$ cat src/rtl/dcd_pkg.sv
package dcd_pkg;

  // ratio selected by a prescaler code: 2**code
  function automatic int pre_ratio(input int code);
    return 1 << code;
  endfunction

  // effective divisor of the counter divider: code + 2
  function automatic int eff_div(input int code);
    return code + 2;
  endfunction

  // number of divider steps spent high (the shorter half on odd divisors)
  function automatic int high_steps(input int divisor);
    return divisor / 2;
  endfunction

  // number of divider steps spent low, i.e. the step index where the level rises
  function automatic int low_steps(input int divisor);
    return divisor - high_steps(divisor);
  endfunction

endpackage

$ cat src/rtl/dcd_prescaler.sv
module dcd_prescaler
  import dcd_pkg::*;
#(
  parameter int CODE_W = 2
) (
  input  logic              clk,
  input  logic              rst,
  input  logic [CODE_W-1:0] code_i,
  input  logic              take_i,
  output logic              wrap_o,
  output logic              lvl_o
);

  localparam int MAX_SHIFT = (1 << CODE_W) - 1;
  localparam int CNT_W     = MAX_SHIFT + 1;

  logic [CODE_W-1:0] act_q;
  logic [CNT_W-1:0]  cnt_q;
  logic [CNT_W-1:0]  cnt_n;
  logic [CNT_W-1:0]  half_w;
  logic [CNT_W-1:0]  last_w;
  logic              lvl_q;
  logic              wrap_w;

  // period is 2*ratio clk cycles, low half first
  always_comb begin
    half_w = CNT_W'(pre_ratio(int'(act_q)));
    last_w = CNT_W'(2 * pre_ratio(int'(act_q)) - 1);
    wrap_w = (cnt_q == last_w);
    cnt_n  = wrap_w ? '0 : cnt_q + CNT_W'(1);
  end

  always_ff @(posedge clk) begin
    if (rst) begin
      act_q <= '0;
      cnt_q <= '0;
      lvl_q <= 1'b0;
    end else begin
      cnt_q <= cnt_n;
      lvl_q <= (cnt_n >= half_w);
      if (wrap_w && take_i) begin
        act_q <= code_i;
      end
    end
  end

  assign wrap_o = wrap_w;
  assign lvl_o  = lvl_q;

  // the level rises exactly at the midpoint of a period
  assert_rise_mid_R1: assert property (@(posedge clk) disable iff (rst)
    $rose(lvl_q) |-> (cnt_q == half_w));

  // the level falls only when the previous cycle closed a period
  assert_fall_wrap_R1: assert property (@(posedge clk) disable iff (rst)
    $fell(lvl_q) |-> $past(wrap_w));

endmodule

$ cat src/rtl/dcd_divider.sv
module dcd_divider
  import dcd_pkg::*;
#(
  parameter int N_W = 10
) (
  input  logic           clk,
  input  logic           rst,
  input  logic           step_i,
  input  logic [N_W-1:0] code_i,
  input  logic           bypass_i,
  input  logic           pre_lvl_i,
  output logic           term_o,
  output logic           out_o
);

  localparam int CNT_W = N_W + 1;

  logic [N_W-1:0]   act_code_q;
  logic             byp_q;
  logic [CNT_W-1:0] dc_q;
  logic [CNT_W-1:0] dc_inc;
  logic [CNT_W-1:0] d_w;
  logic [CNT_W-1:0] rise_w;
  logic             lvl_q;
  logic             term_w;

  always_comb begin
    d_w    = CNT_W'(eff_div(int'(act_code_q)));
    rise_w = CNT_W'(low_steps(int'(d_w)));
    dc_inc = dc_q + CNT_W'(1);
    term_w = step_i && (byp_q || (dc_q == d_w - CNT_W'(1)));
  end

  // all main-path settings are captured only at the terminal step
  always_ff @(posedge clk) begin
    if (rst) begin
      act_code_q <= '0;
      byp_q      <= 1'b0;
      dc_q       <= '0;
      lvl_q      <= 1'b0;
    end else if (term_w) begin
      act_code_q <= code_i;
      byp_q      <= bypass_i;
      dc_q       <= '0;
      lvl_q      <= 1'b0;
    end else if (step_i) begin
      dc_q  <= dc_inc;
      lvl_q <= (dc_inc >= rise_w);
    end
  end

  // both mux inputs are low right after a terminal edge, so the switch is clean
  assign out_o  = byp_q ? pre_lvl_i : lvl_q;
  assign term_o = term_w;

  // the step count never leaves the range of the divisor in force
  assert_dc_range_R3: assert property (@(posedge clk) disable iff (rst)
    dc_q < d_w);

  // once high, the divided level stays high until the terminal step
  assert_hold_high_R4: assert property (@(posedge clk) disable iff (rst)
    (lvl_q && !term_w) |=> lvl_q);

  // the main output falls only at a terminal edge
  assert_fall_term_R6: assert property (@(posedge clk) disable iff (rst)
    $fell(out_o) |-> $past(term_w));

  // settings in force change only at a terminal edge
  assert_reload_term_R6: assert property (@(posedge clk) disable iff (rst)
    (act_code_q != $past(act_code_q) || byp_q != $past(byp_q)) |-> $past(term_w));

endmodule

$ cat src/rtl/dual_clk_divider.sv
module dual_clk_divider
  import dcd_pkg::*;
#(
  parameter int PRE_W = 2,
  parameter int DIV_W = 10
) (
  input  logic             clk,
  input  logic             rst,
  input  logic [PRE_W-1:0] ref_code_i,
  input  logic             ref_sel_i,
  input  logic [PRE_W-1:0] main_code_i,
  input  logic [DIV_W-1:0] div_code_i,
  input  logic             div_bypass_i,
  output logic             ref_clk_o,
  output logic             main_clk_o
);

  localparam int N_PATHS  = 2;
  localparam int REF_IDX  = 0;
  localparam int MAIN_IDX = 1;

  logic             mphase_q;
  logic             sel_q;
  logic             main_term;
  logic [PRE_W-1:0] pcode [N_PATHS];
  logic             ptake [N_PATHS];
  logic             pwrap [N_PATHS];
  logic             plvl  [N_PATHS];
  logic             ref_wrap;

  // master clock is half the fast clock
  always_ff @(posedge clk) begin
    if (rst) mphase_q <= 1'b0;
    else     mphase_q <= ~mphase_q;
  end

  always_comb begin
    pcode[REF_IDX]  = ref_code_i;
    pcode[MAIN_IDX] = main_code_i;
    ptake[REF_IDX]  = 1'b1;
    ptake[MAIN_IDX] = main_term;
  end

  for (genvar g = 0; g < N_PATHS; g++) begin : g_pre
    dcd_prescaler #(.CODE_W(PRE_W)) u_pre (
      .clk    (clk),
      .rst    (rst),
      .code_i (pcode[g]),
      .take_i (ptake[g]),
      .wrap_o (pwrap[g]),
      .lvl_o  (plvl[g])
    );
  end

  assign ref_wrap = pwrap[REF_IDX];

  // reference source select changes only at a reference period boundary
  always_ff @(posedge clk) begin
    if (rst)           sel_q <= 1'b0;
    else if (ref_wrap) sel_q <= ref_sel_i;
  end

  assign ref_clk_o = sel_q ? plvl[REF_IDX] : mphase_q;

  dcd_divider #(.N_W(DIV_W)) u_div (
    .clk       (clk),
    .rst       (rst),
    .step_i    (pwrap[MAIN_IDX]),
    .code_i    (div_code_i),
    .bypass_i  (div_bypass_i),
    .pre_lvl_i (plvl[MAIN_IDX]),
    .term_o    (main_term),
    .out_o     (main_clk_o)
  );

  // with the master clock selected the reference output toggles every cycle
  assert_master_toggle_R2: assert property (@(posedge clk) disable iff (rst)
    (!sel_q && !ref_wrap) |=> (ref_clk_o != $past(ref_clk_o)));

  // the reference source changes only after a reference boundary
  assert_sel_boundary_R7: assert property (@(posedge clk) disable iff (rst)
    (sel_q != $past(sel_q)) |-> $past(ref_wrap));

  // a reset edge leaves both outputs low
  assert_reset_low_R8: assert property (@(posedge clk)
    rst |=> (!ref_clk_o && !main_clk_o));

endmodule

$ cat config.mk
export PLATFORM = sky130hd
export DESIGN_NAME = dual_clk_divider
export DESIGN_NICKNAME = d
export VERILOG_FILES = /design/src/rtl/dcd_pkg.sv /design/src/rtl/dcd_prescaler.sv /design/src/rtl/dcd_divider.sv /design/src/rtl/dual_clk_divider.sv
export SDC_FILE = /design/constraint.sdc
export NUM_CORES = 1
export LEC_CHECK = 0
export CORE_MARGIN = 2
export CORE_UTILIZATION = 55
export DETAILED_ROUTE_END_ITERATION = 6
export GPL_TIMING_DRIVEN = 1
export PLACE_DENSITY = 0.79
export SYNTH_ARGS = -nofsm -noshare
export SYNTH_HDL_FRONTEND = slang
export SYNTH_HIERARCHICAL = 1
export SYNTH_SLANG_ARGS = --single-unit
$ cat constraint.sdc
create_clock -name clk -period 5.4 [get_ports clk]
set_input_delay 1.35 -clock clk [delete_from_list [all_inputs] [get_ports clk]]
set_output_delay 1.35 -clock clk [all_outputs]
set_load 0.01 [all_outputs]
==> results of run 1 <==
## per-layer routing
metal / vias up / wire, um / global-route usage (%)
li1: 1475 / - / -
met1: 1370 / 3290 / 28.7
met2: 77 / 3340 / 35.2
met3: 10 / 358 / 3.88
met4: 0 / 114 / 7.45
met5: - / 0 / 0
## registers in the layout, indices dropped and copies added, names as in the netlist
register,cells
sel_q,1
u_div/lvl_q,1
u_div/act_code_q,10
u_div/dc_q,11
g_pre.u_pre/cnt_q,8
u_div/byp_q,1
g_pre.u_pre/lvl_o,2
g_pre.u_pre/act_q,4
mphase_q,1
## per-stage QoR
| stage | total power, mW | cells |
|---|---|---|
| finish | 0.855 | 494 |
| detailed placement | 0.606 | 486 |
| CTS | 0.861 | 494 |
| global route | 0.908 | 494 |
| floorplan | 0.543 | 419 |
| global placement | 0.597 | 486 |
## power by group through the flow
stage                     Sequential, mW  Clock (mW)  Combinational, mW
after floorplan                    0.322           0              0.221
after global placement             0.338           0              0.259
after detailed placement           0.339           0              0.267
after CTS                          0.332       0.261              0.269
after global routing               0.336       0.273              0.299
final                              0.332       0.255              0.268
## logic make-up (layout without fill, tap and decap cells)
group	count (synthesis)	after routing	synth area share [%]
AO/OA/AOI/OAI	71	71	15.7
XOR/XNOR	58	58	15.7
adder cells (fa/ha/maj)	27	27	9.87
buffers and inverters	39	39	4.94
flip-flops	39	39	22.8
multiplexers	18	18	5.45
other	1	1	0.110
AND/OR/NAND/NOR	166	166	25.4
## final timing paths
path                            start                      end  slack (ns)
hold reg to reg              mphase_q                 mphase_q        0.43
hold / removal               mphase_q                 mphase_q        0.43
setup / recovery  u_div/act_code_q[1]  g_pre[1].u_pre/act_q[0]        1.22
setup reg to reg  u_div/act_code_q[1]  g_pre[1].u_pre/act_q[0]        1.22
## cells in the mapped netlist (5+ instances only)
cell type	instances
nand3_1	10
nor3_1	7
nor2_1	46
nand2b_1	10
a211oi_1	5
ha_1	27
mux2i_1	16
clkbuf_1	16
dfxtp_1	39
nand2_1	38
buf_2	6
nand4_1	8
and3_1	14
o21ai_0	14
xor2_1	28
a21o_1	8
inv_1	12
o211ai_1	5
a21oi_1	9
xnor2_1	28
## worst max-delay path: cells and delay by family, from the launching register on
family	cells	cell delay (ns)
DFF	1	0.75
muxes	1	0.21
adders and majority gates	1	0.55
xor gates and xnor gates	3	0.71
buffers and inverters	1	0.11
and+or+nand+nor	3	0.97
AOI/OAI and AO/OA	2	0.75
## area by class of cell
type                    instances  area share (%)
inverters                      12            1.22
well taps                      75            2.54
repair buffers                 19            5.14
multi-input cells             341            66.8
flip-flops and latches         39            21.1
clock inverters                 2           0.947
clock buffers                   6            2.23
==> reports/metrics.yaml, run 1 <==
status:
  status: "complete, no violations"
floorplan:
  rows: 28
  initial_utilization_pct: 57.5
  fp.dieW_um: 82.9
  io_pins: 20
  design.die.area_mm2: 0.00687
  chipHeight_um: 82.9
  coreArea_mm2: 0.00596
setup_path:
  cp.required_ns: 5.56
  crit_arrival_ns: 4.35
  critPathMaxStageDelay_ns: 0.75
  path_cells: "ha_1, and3_1, xor2_1, xnor2_1, xnor2_1, or4_4, o31a_1, inv_1, a21boi_2, mux2i_1, nor2_1"
  cp_slowest_cell: "dfxtp_1"
  cp-start-kind: "flip-flop"
  r2r_cells: 11
  critPathKind: "flip-flop to flip-flop"
  crit_top_cell: "xnor2_1"
  crit_path_max_fanout: 21
  critPathCaptureType: "flip-flop"
global_route:
  grt_overflow: 0
  grtUsageTotal_pct: 21.6
  grt_pass1_vias: 2752
  antenna_found_initial: 0
  grt_max_degree: 23
  grt_pass1_wl_um: 12600
layout:
  drive_above_1_share_pct: 5.49
  antennaDiodeCount: 0
  mostFrequentLayoutCell: "nor2_1"
  stdcell_area_mm2: 0.00370
  layout_common_cells: "46 x nor2_1, 39 x dfxtp_1, 38 x nand2_1"
  multi_input_area_mm2: 0.00247
  num-nets-final: 463
  syn_to_final_growth_pct: 8.12
  finish.utilization_pct: 62.1
  ff_latch_area_um2: 781
  num-fill-cells: 537
timing:
  rsz0062_at_grt: "no"
  relSlewSlack_pct: 37.7
  holdWs_ns: 0.433
  fin_crit_ns: 4.18
  worst_pin_slew_ns: 0.933
  report.final.slew_viol_count: 0
  period_share_pct: 77.4
  finalSetupViolCount: 0
  finalHoldViolations: 0
  clock.fmax_ghz: 0.239
  fin_ws_ns: 1.22
  setup_tns_ns: 0
  skew_ns: 0.00728
drt:
  vias: 2932
  drt-total-wl_um: 7090
  first_iter_violations: 104
  via_per_inst: 5.94
  drt.antenna.violating_nets: 0
  dr.pass1.iters: 4
  wire_per_inst_um: 14.4
  drc: 0
synthesis:
  synth_seq_cells: 39
  yosys_warnings: 6
  avgSynthCellArea_um2: 8.17
  yosysTopAreaCell: "dfxtp_1"
  yosysTopAreaCellShare_pct: 22.8
  ys_types: 64
  synth-edff-count: 0
  synth_async_sr_flop_share_pct: 0
  syn_area_mm2: 0.00342
  synth_nets: 464
  synth_area_leaders: "dfxtp_1 23%, ha_1 9.9%, xnor2_1 7.2%"
  synth-seq-area-share_pct: 22.8
  synthCells: 419
  synth_ff_type: "dfxtp_1"
power:
  power.leakage_nw: 1.53
  ir_drop_v: 0.000151
  internal-power_mw: 0.593
  p_comb_share_pct: 31.3
  clkPwrFrac_pct: 29.9
  switching_share_pct: 30.7
  p_seq_share_pct: 38.8
  p_per_area_mw_per_mm2: 231
  power_switching_mw: 0.263
placed_design:
  port_buffers: 19
  placed_cell_area_mm2: 0.00358
  hpwl_um: 5430
  routabilityCongestion: 0.894
  pre_cts_slack_ns: 1.25
run:
  maxCapViolations: 0
clock_tree:
  clkSinkCount: 39
  max-clock-path-buffers: 2
  cts_tree: "done"
  clock_latency_ns: 0.29
  cts_inserted_buffers: 5
  ctsResizeCount: 0
  post_cts_buffers: 0
  clk_pin_slew_ns: 0.08
  ctsHoldBuffers: 0
  cts_root_buf: "clkbuf_8"
  htreeDepth: 2
worst_hold_path:
  hold_path.class: "flip-flop to flip-flop"
  whs_path_depth: 1
No activity file was read; power rests on OpenSTA's default activity.
==> run 2: changes to the inputs <==
==> constraint.sdc (replaced) <==
create_clock -name clk -period 4.05 [get_ports clk]
set_input_delay 1.0125 -clock clk [delete_from_list [all_inputs] [get_ports clk]]
set_output_delay 1.0125 -clock clk [all_outputs]
set_load 0.01 [all_outputs]
==> run 2 against run 1 <==
  * Sequential cell count unchanged
  * Sequential power up 33%
  * First-iteration DRC count up 7.7%
  * Critical path depth is 1 higher
  * Via count shrank 1.8%
  * Non-clock buffer count is 8 higher
  * Global-route usage rose by 0.13 points
  * Clock power up 5%
  * Die area unchanged
==> reports/metrics.yaml, run 2 (synthesis results as in run 1) <==
floorplan:
  chipHeight_um: 82.9  # unchanged
  io_pins: 20  # unchanged
  rows: 28  # unchanged
  fp.dieW_um: 82.9  # unchanged
  initial_utilization_pct: 57.5  # unchanged
  coreArea_mm2: 0.00596  # unchanged
  design.die.area_mm2: 0.00687  # unchanged
worst_hold_path:
  hold_path.class: "flip-flop to flip-flop"
clock_tree:
  clock_latency_ns: 0.30  # about the same
  post_cts_buffers: 0  # unchanged
  max-clock-path-buffers: 2  # unchanged
  clkSinkCount: 39  # unchanged
  cts_root_buf: "clkbuf_8"
  ctsHoldBuffers: 0  # unchanged
  cts_inserted_buffers: 5  # unchanged
  ctsResizeCount: 0  # unchanged
  cts_tree: "done"
  htreeDepth: 2  # unchanged
  clk_pin_slew_ns: 0.09  # about the same
power:
  p_per_area_mw_per_mm2: 289  # +25%
  total_power_mw: 1.08  # +26%
  ir_drop_v: 0.000171  # +13%
  power.leakage_nw: 1.55  # +1.1%
timing:
  worst_pin_slew_ns: 0.692  # -0.241 ns
  finalHoldViolations: 0  # unchanged
  period_share_pct: 90.5  # +13 points
  fin_ws_ns: 0.386  # -0.833 ns
  rsz0062_at_grt: "no"
  skew_ns: 0.0108  # +0.00349 ns
  holdWs_ns: 0.426  # -0.00731 ns
  relSlewSlack_pct: 53.3  # +16 points
  setup_tns_ns: 0  # unchanged
  clock.fmax_ghz: 0.273  # +14%
  finalSetupViolCount: 0  # unchanged
  fin_crit_ns: 3.66  # -0.517 ns
  report.final.slew_viol_count: 0  # unchanged
global_route:
  grtUsageTotal_pct: 21.7  # +0.13 points
  grt_pass1_wl_um: 12500  # -0.38%
  grt_overflow: 0  # unchanged
  grt_pass1_vias: 2745  # -0.25%
  grt_max_degree: 23  # unchanged
  antenna_found_initial: 0  # unchanged
placed_design:
  pre_cts_slack_ns: 0.335  # -0.910 ns
  hpwl_um: 5600  # +3.0%
  routabilityCongestion: 0.850  # -5.0%
  port_buffers: 19  # unchanged
drt:
  vias: 2878  # -1.8%
  dr.pass1.iters: 4  # unchanged
  drt-total-wl_um: 7240  # +2.1%
  wire_per_inst_um: 14.4  # +0.46%
  via_per_inst: 5.73  # -3.4%
  drt.antenna.violating_nets: 0  # unchanged
  drc: 0  # unchanged
  first_iter_violations: 112  # +7.7%
setup_path:
  cp-start-kind: "flip-flop"
  critPathKind: "flip-flop to flip-flop"
  cp.required_ns: 4.25  # -1.31 ns
  critPathCaptureType: "flip-flop"
  crit_arrival_ns: 3.86  # -0.49 ns
  crit_path_max_fanout: 11  # -48%
  rrSetupSlack_ns: 0.39  # -0.83 ns
layout:
  mostFrequentLayoutCell: "nor2_1"
  drive_above_1_share_pct: 7.49  # +2.0 points
  antennaDiodeCount: 0  # unchanged
  top_register: "u_div/dc_q"
  largest_reg_flops: 11  # unchanged
  syn_to_final_growth_pct: 9.07
  reg.largest.list: "u_div/dc_q: 11 flops, u_div/act_code_q: 10 flops, g_pre.u_pre/cnt_q: 8 flops"
  layout_common_cells: "46 x nor2_1, 38 x nand2_1, 38 x dfxtp_1"
  num-nets-final: 471  # +1.7%
run:
  maxCapViolations: 0  # unchanged
status:
  status: "complete, no violations"
==> run 2: where the power goes <==
| part | internal, mW | leakage, nW | switching (mW) |
|---|---|---|---|
| clock | 0.120 | 0.0402 | 0.149 |
| combinational | 0.191 | 1.19 | 0.176 |
| sequential | 0.406 | 0.318 | 0.0364 |
| total | 0.717 | 1.55 | 0.361 |
==> run 2: per-layer routing <==
metal	vias to the layer above	wire length [um]	GRT usage, %
met4	0	122	6.71
met2	36	3470	37.9
met5	-	0	0
met3	11	169	3.18
met1	1336	3480	27.6
li1	1495	-	-
==> run 2: final timing paths <==
path | startpoint | depth (start not counted) | to
min | mphase_q | 1 | mphase_q
max reg2reg | u_div/act_code_q[1] | 12 | g_pre[1].u_pre/act_q[0]
max | u_div/act_code_q[1] | 12 | g_pre[1].u_pre/act_q[0]
min reg2reg | mphase_q | 1 | mphase_q
==> run 2: cell type report <==
cell class | instances | area [um2]
Inverter | 12 | 45.0
Clock buffer | 5 | 68.8
Tap cell | 75 | 93.8
Sequential cell | 39 | 782
Timing Repair Buffer | 27 | 250
Multi-Input combinational cell | 341 | 2470
Clock inverter | 3 | 20.0
Fill cell | 572 | 2220
==> run 2: critical path: stages, from the launching register on <==
cell and delay, ns:
dfxtp_1 0.56, inv_1 0.20, ha_1 0.46, nand2b_1 0.27, o21ai_0 0.18, o31ai_1 0.09, a311o_1 0.40, or4_4 0.55
o31a_1 0.32, inv_1 0.06, a21boi_2 0.20, mux2i_1 0.22, nor2_1 0.06
==> run 2: metrics by stage <==
step | area, um2 | utilization (%) | instances
floorplan | 3420 | - | 419
global placement | 3640 | 61.2 | 494
detailed placement | 3640 | 61.2 | 494
CTS | 3730 | 62.6 | 502
global route | 3730 | 62.7 | 502
finish | 3730 | 62.7 | 502
